===== src/rtl/rr_pkg.sv =====
package rr_pkg;
  localparam int RR_NREQ_DEFAULT  = 4;
  localparam int RR_CNT_W_DEFAULT = 2;

  // number of cycles in one slice for a given counter width
  function automatic int slice_cycles(input int cnt_w);
    return 1 << cnt_w;
  endfunction

  typedef enum logic [1:0] {
    RR_KEEP    = 2'd0,
    RR_EXPIRE  = 2'd1,
    RR_DROP    = 2'd2,
    RR_IDLE    = 2'd3
  } rr_cause_e;
endpackage


===== src/rtl/rr_pick.sv =====
module rr_pick #(
  parameter int NREQ  = 4,
  parameter int IDX_W = 2
) (
  input  logic [NREQ-1:0]  req,
  input  logic [IDX_W-1:0] base,
  output logic             found,
  output logic [IDX_W-1:0] idx
);
  // circular offset from base, wrapped into 0..NREQ-1
  function automatic logic [IDX_W-1:0] wrap_add(input logic [IDX_W-1:0] a,
                                                input int unsigned k);
    int unsigned s;
    s = 32'(a) + k;
    if (s >= NREQ) s = s - NREQ;
    return IDX_W'(s);
  endfunction

  always_comb begin
    found = 1'b0;
    idx   = '0;
    // walk from the far end back so the closest offset wins
    for (int k = NREQ - 1; k >= 0; k--) begin
      if (req[wrap_add(base, k)]) begin
        found = 1'b1;
        idx   = wrap_add(base, k);
      end
    end
  end
endmodule


===== src/rtl/rr_slice_timer.sv =====
module rr_slice_timer #(
  parameter int CNT_W = 2
) (
  input  logic             clk,
  input  logic             rst,
  input  logic             restart,
  output logic [CNT_W-1:0] cnt,
  output logic             at_end
);
  logic [CNT_W-1:0] cnt_q;

  always_ff @(posedge clk) begin
    if (rst || restart) cnt_q <= '0;
    else                cnt_q <= cnt_q + 1'b1;
  end

  assign cnt    = cnt_q;
  assign at_end = &cnt_q;
endmodule


===== src/rtl/rr_slice_arbiter.sv =====
module rr_slice_arbiter #(
  parameter int NREQ  = rr_pkg::RR_NREQ_DEFAULT,
  parameter int CNT_W = rr_pkg::RR_CNT_W_DEFAULT
) (
  input  logic            clk,
  input  logic            rst,
  input  logic [NREQ-1:0] req,
  output logic [NREQ-1:0] grant
);
  localparam int IDX_W = (NREQ > 1) ? $clog2(NREQ) : 1;

  function automatic logic [IDX_W-1:0] next_idx(input logic [IDX_W-1:0] i);
    int unsigned s;
    s = 32'(i) + 1;
    if (s >= NREQ) s = 0;
    return IDX_W'(s);
  endfunction

  function automatic logic [NREQ-1:0] to_onehot(input logic [IDX_W-1:0] i);
    return NREQ'(1) << i;
  endfunction

  logic [NREQ-1:0]  grant_q;
  logic [IDX_W-1:0] holder_q;
  logic [IDX_W-1:0] start_q;
  logic             busy_q;

  logic [CNT_W-1:0] slice_cnt;
  logic             slice_end;
  logic             slice_done;
  logic             holder_drop;
  logic             rearb;
  logic [IDX_W-1:0] search_base;
  logic             pick_found;
  logic [IDX_W-1:0] pick_idx;
  rr_pkg::rr_cause_e cause;

  // named internal events
  assign holder_drop = busy_q && !req[holder_q];
  assign slice_done  = busy_q && req[holder_q] && slice_end;
  assign rearb       = !busy_q || holder_drop || slice_end;
  assign search_base = busy_q ? next_idx(holder_q) : start_q;

  always_comb begin
    if (!busy_q)          cause = rr_pkg::RR_IDLE;
    else if (holder_drop) cause = rr_pkg::RR_DROP;
    else if (slice_end)   cause = rr_pkg::RR_EXPIRE;
    else                  cause = rr_pkg::RR_KEEP;
  end

  rr_pick #(.NREQ(NREQ), .IDX_W(IDX_W)) u_pick (
    .req   (req),
    .base  (search_base),
    .found (pick_found),
    .idx   (pick_idx)
  );

  rr_slice_timer #(.CNT_W(CNT_W)) u_timer (
    .clk     (clk),
    .rst     (rst),
    .restart (rearb),
    .cnt     (slice_cnt),
    .at_end  (slice_end)
  );

  always_ff @(posedge clk) begin
    if (rst) begin
      grant_q  <= '0;
      holder_q <= '0;
      start_q  <= '0;
      busy_q   <= 1'b0;
    end else if (cause != rr_pkg::RR_KEEP) begin
      busy_q <= pick_found;
      if (pick_found) begin
        grant_q  <= to_onehot(pick_idx);
        holder_q <= pick_idx;
        start_q  <= next_idx(pick_idx);
      end else begin
        grant_q  <= '0;
      end
    end
  end

  assign grant = grant_q;
endmodule


===== config.mk =====
export PLATFORM = sky130hd
export DESIGN_NAME = rr_slice_arbiter
export DESIGN_NICKNAME = d
export VERILOG_FILES = /design/src/rtl/rr_pkg.sv /design/src/rtl/rr_pick.sv /design/src/rtl/rr_slice_timer.sv /design/src/rtl/rr_slice_arbiter.sv
export SDC_FILE = /design/constraint.sdc
export NUM_CORES = 1
export LEC_CHECK = 0
export ABC_AREA = 0
export ABC_CLOCK_PERIOD_IN_PS = 3400
export BUFFER_PORTS_ARGS = -buffer_cell sky130_fd_sc_hd__buf_2
export CAP_MARGIN = 20
export CORE_MARGIN = 2
export CORE_UTILIZATION = 40
export DETAILED_ROUTE_END_ITERATION = 8
export SLEW_MARGIN = 30
export SYNTH_ARGS = -nofsm -noshare
export SYNTH_HDL_FRONTEND = slang
export SYNTH_HIERARCHICAL = 1
export SYNTH_SLANG_ARGS = --single-unit

===== constraint.sdc =====
create_clock -name clk -period 3.4 [get_ports clk]
set_input_delay 0.68 -clock clk [delete_from_list [all_inputs] [get_ports clk]]
set_output_delay 0.68 -clock clk [all_outputs]
set_load 0.03 [all_outputs]

==> impl_metrics.yaml, run 1 <==
outcome:
  run_status: "completed"
drt:
  drtAntennaViolNets: 0
  drc: 0
  drtIter0Drc: 9
  drt-total-wl_um: 1170
  dr_total_vias: 510
  post_drt_wl_per_cell_um: 11.7
  dr.pass1.iters: 4
  viasPerCell: 5.10
placed_design:
  pre_cts_slack_ns: 1.13
  placed_area_um2: 719
  port-buffer-count: 9
  dp_hpwl_um: 924
  gp_congestion: 0.755
yosys:
  ys_top_cells_by_area: "dfxtp_1 (33%), ha_1 (11%), nand2_1 (6.3%)"
  synth_top_area_cell: "dfxtp_1"
  ys_seq_area_share_pct: 33.5
  syn-num-nets: 84
  yosys_warnings: 6
  synthCells: 72
  syn_area_um2: 658
  synth_top_area_share_pct: 33.5
  ys_types: 22
  ys_seq_elements: 11
  avgSynthCellArea_um2: 9.14
clocking:
  cts_buffer_depth: 2
  cts_tree: "built"
  cts_num_sinks: 11
  path_clk_slew_ns: 0.06
  cts_buffers: 3
  insertion_delay_ns: 0.27
  cts_resized: 0
  cts_root_buf: "clkbuf_4"
  cts_setup_buffers: 0
  holdBufCountCts: 0
  htree_levels: 1
die:
  die_h_um: 44.6
  start_util_pct: 43.2
  coreArea_um2: 1520
  ios: 10
  rows: 14
  die_w_um: 44.6
  dieArea_um2: 1990
sta:
  hold_violations: 0
  fin_worst_skew_ns: 0.00124
  setup_viol: 0
  fmax_mhz: 438
  setup_tns_ns: 0
  worst_slew_pin_slew_ns: 0.379
  holdWs_ns: 0.448
  layout_setup_ws_ns: 1.12
  period_share_pct: 67.1
  slew_violations: 0
  rsz0062_at_grt: "false"
  min_period_ns: 2.28
  max-slew-margin-rel_pct: 74.7
finish:
  finalNetCount: 97
  fillers: 148
  post-route-cell-area_um2: 746
  diodes: 0
  syn2layout_area_growth_pct: 13.3
  drive_above_1_share_pct: 25.0
  layout_common_cells: "nand2_1 (11), dfxtp_1 (11), nor2_1 (10), buf_2 (9)"
global_route:
  grt_pass1_vias: 466
  grt-ovfl-total: 0
  track_usage_pct: 14.0
  grt_max_degree: 12
  grtUsageMet3_pct: 6.12
  grt.busiest_layer: "met2"
  grtUsageMet1_pct: 18.8
  met2_usage_pct: 20.6
  grt_antenna_before_repair: 0
  grt_pass1_wl_um: 2000
worst_setup_path:
  path_buf_inv: 1
  cp-start-kind: "flop"
  worstPathRequired_ns: 3.55
  cp_slowest_cell: "dfxtp_1"
  path_max_fanout: 5
  worstSetupPathType: "reg2reg"
  critical-path-top-delay-family: "multiplexers"
  crit_chain: "ha_1, mux2_2, mux2i_1, a211oi_2, inv_1, ha_1, mux2i_1, nor2_1"
  cpPeakStageDelay_ns: 0.44
  end_kind: "flop"
  crit_arrival_ns: 2.44
pwr:
  power_uw: 415
  ir_drop_v: 0.000273
  power.density_nw_per_um2: 557
  power_leakage_uw: 0.000320
job:
  max_cap_viol_count: 0
worst_hold_path:
  hp-class: "reg2reg"
## per-stage QoR
| stage | instances | utilization, % |
|---|---|---|
| final | 100 | 48.9 |
| after global routing | 100 | 48.9 |
| after CTS | 100 | 48.9 |
| after detailed placement | 96 | 47.2 |
| after global placement | 96 | 47.2 |
| after floorplan | 72 | - |
## sequential cells by signal, indices dropped and copies added, names as in the netlist
signal,flops
start_q,2
grant,4
holder_q,2
u_timer/cnt,2
busy_q,1
## Yosys cell counts
library cell,count
a211oi_1,1
a211oi_2,1
a21oi_1,6
buf_1,1
dfxtp_1,11
ha_1,6
inv_1,3
mux2_2,2
mux2i_1,4
mux2i_2,2
nand2_1,11
nand2b_1,2
nand3b_1,1
nor2_1,10
nor3_2,1
nor3b_1,1
nor3b_2,1
o221ai_4,1
o22ai_2,1
or2_1,4
or3_1,1
or3b_1,1
## cell type report
class	instances	area (um2)	share of cell area (%)
inverter	3	11.3	1.51
timing repair buffer	9	45.0	6.04
multi-input combinational	57	423	56.7
clock buffer	4	26.3	3.52
tap	16	20.0	2.68
sequential	11	220	29.5
## metal layers
layer  vias to the layer above  wire length [um]
li1                        271                 -
met1                       230               587
met2                         9               520
met3                         0                59
met4                         0                 0
met5                         -                 0
## worst paths after layout
kind / from / end / slack [ns] / cells after the start
setup / recovery: holder_q[0]$_SDFFE_PP0P_ / start_q[1]$_SDFFE_PP0P_ / 1.12 / 8
hold / removal: u_timer/cnt[0]$_SDFF_PP0_ / u_timer/cnt[0]$_SDFF_PP0_ / 0.45 / 1
setup reg to reg: holder_q[0]$_SDFFE_PP0P_ / start_q[1]$_SDFFE_PP0P_ / 1.12 / 8
hold reg to reg: u_timer/cnt[0]$_SDFF_PP0_ / u_timer/cnt[0]$_SDFF_PP0_ / 0.45 / 1
## where the power goes
part	switching, uW	internal, uW	leakage [uW]
clock network	41.3	45.4	0.0000150
registers	14.5	150	0.0000905
logic	93.2	71.0	0.000214
## logic make-up after synthesis
| group | synth area share, % |
|---|---|
| buf+inv | 2.28 |
| mux | 13.7 |
| fa+ha+maj | 11.4 |
| flops | 33.5 |
| compound gates | 13.5 |
| simple gates | 25.7 |
Note: power is estimated with default switching activity, not from simulation.
==> run 2, diff against run 1 <==
Settings changed: ABC_CLOCK_PERIOD_IN_PS 3400 to 1900.
Clock period 3.4 ns to 1.9 ns, I/O delays scaled along.
==> impl_metrics.yaml, run 2 (synthesis gave the netlist of run 1 again) <==
outcome:
  run_status: "complete, but fails checks"
  violations: "negative setup slack"
worst_setup_path:
  worstPathRequired_ns: 2.06
  cp-start-kind: "flop"
  crit_chain: "ha_4, mux2_4, mux2i_1, a211oi_2, inv_1, ha_2, mux2i_1, nor2_1"
  cp_num_cells: 8
  worstSetupPathType: "reg2reg"
  end_kind: "flop"
  worstReg2RegStart: "holder_q[1]$_SDFFE_PP0P_"
  ff2ff_path_depth: 8
  cpPeakStageDelay_ns: 0.34
  crit_arrival_ns: 2.15
  cp_slowest_cell: "dfxtp_2"
  crit_path_frequent_cell: "mux2i_1"
  path_buf_inv: 1
  critical-path-top-delay-family: "multiplexers"
  path_max_fanout: 5
  critPathLaunch: "holder_q[1]$_SDFFE_PP0P_"
global_route:
  grt_antenna_before_repair: 0
  grt_pass1_vias: 532
  grt_pass1_wl_um: 2190
  grt_max_degree: 12
  grt-ovfl-total: 0
  track_usage_pct: 15.4
die:
  coreArea_um2: 1520
  die_w_um: 44.6
  start_util_pct: 43.2
  die_h_um: 44.6
  dieArea_um2: 1990
  ios: 10
  rows: 14
clocking:
  cts_num_sinks: 11
  cts_tree: "built"
  cts_buffers: 3
  htree_levels: 1
  path_clk_slew_ns: 0.07
  cts_buffer_depth: 2
  cts_root_buf: "clkbuf_4"
  insertion_delay_ns: 0.28
finish:
  diodes: 0
  finalNetCount: 104
  largest_reg_flops: 4
  mostFrequentLayoutCell: "nand2_1"
  layout_common_cells: "nand2_1 (11), nor2_1 (9), dfxtp_1 (9), buf_2 (9), buf_4 (7)"
  syn2layout_area_growth_pct: 30.4
  drive_above_1_share_pct: 44.0
  fin_util_pct: 56.3
drt:
  dr.pass1.iters: 2
  drtIter0Drc: 1
  drc: 0
  drt-total-wl_um: 1300
  post_drt_wl_per_cell_um: 12.1
  viasPerCell: 5.12
  drtAntennaViolNets: 0
  dr_total_vias: 548
worst_hold_path:
  hold_depth: 2
  hp-class: "in2reg"
  hp-start: "rst"
pwr:
  pwr-share-comb_pct: 45.2
  power_leakage_uw: 0.000363
  p_sw_share_pct: 35.9
  power.density_nw_per_um2: 973
  seq_power_share_pct: 35.2
  p_clk_share_pct: 19.5
  ir_drop_v: 0.000505
  intPower_uw: 536
  power_uw: 835
  p_sw_uw: 300
sta:
  fmax_mhz: 503
  setup_viol: 6
  rsz0062_at_grt: "true"
  min_period_ns: 1.99
  fin_worst_skew_ns: 0.00656
  max-slew-margin-rel_pct: 75.1
  holdWs_ns: 0.419
  period_share_pct: 105
  layout_setup_ws_ns: -0.0876
  worst_slew_pin_slew_ns: 0.374
  slew_violations: 0
  hold_violations: 0
placed_design:
  gp_congestion: 0.754
  port-buffer-count: 9
  dp_hpwl_um: 1000
job:
  max_cap_viol_count: 0
==> run 2: changes by cell type in the layout (fill, tap and decap cells not counted), sizes merged <==
cell	delta
buf	+7
==> run 2: power groups by stage <==
stage | clock (uW) | combinational, uW | sequential, uW
finish | 163 | 378 | 294
global route | 175 | 420 | 300
CTS | 167 | 371 | 295
detailed placement | 0 | 351 | 300
global placement | 0 | 346 | 299
floorplan | 0 | 223 | 328
==> run 2: final timing paths <==
kind,to,slack (ns)
max,start_q[1]$_SDFFE_PP0P_,-0.09
min reg2reg,u_timer/cnt[0]$_SDFF_PP0_,0.44
max reg2reg,start_q[1]$_SDFFE_PP0P_,-0.09
min,grant[3]$_SDFFE_PP0P_,0.42
==> run 2: repair_timing <==
action | 4_1_cts | 5_1_grt
buffers inserted | 0 | 1
hold buffers | 0 | 0
pin swaps | 3 | 2
gates resized for setup | 4 | 2
gates cloned | 0 | 0
endpoints found under the setup margin | 6 | 6
==> run 2: area by class of cell <==
| type | count | area, um2 |
|---|---|---|
| Inverter | 3 | 11.3 |
| Multi-Input combinational cell | 57 | 478 |
| Clock buffer | 4 | 26.3 |
| Tap cell | 16 | 20.0 |
| Sequential cell | 11 | 225 |
| Timing Repair Buffer | 16 | 97.6 |
| Fill cell | 137 | 666 |
==> run 2: metal layers <==
metal | global-route usage [%] | routed length (um) | vias up
li1 | - | - | 285
met1 | 18.5 | 590 | 252
met2 | 24.1 | 637 | 9
met3 | 3.27 | 48 | 2
met4 | 10.9 | 21 | 0
met5 | 0 | 0 | -
==> run 2: stage by stage <==
stage / setup TNS [ns] / cell area, um2 / instances / setup WS [ns]
2_1_floorplan: -0.0112 / 694 / 72 / -0.00776
3_3_place_gp: -0.456 / 801 / 102 / -0.122
3_5_place_dp: -0.586 / 801 / 102 / -0.154
4_1_cts: -0.322 / 845 / 106 / -0.0930
5_1_grt: -1.00 / 858 / 107 / -0.198
6_report: -0.336 / 858 / 107 / -0.0876
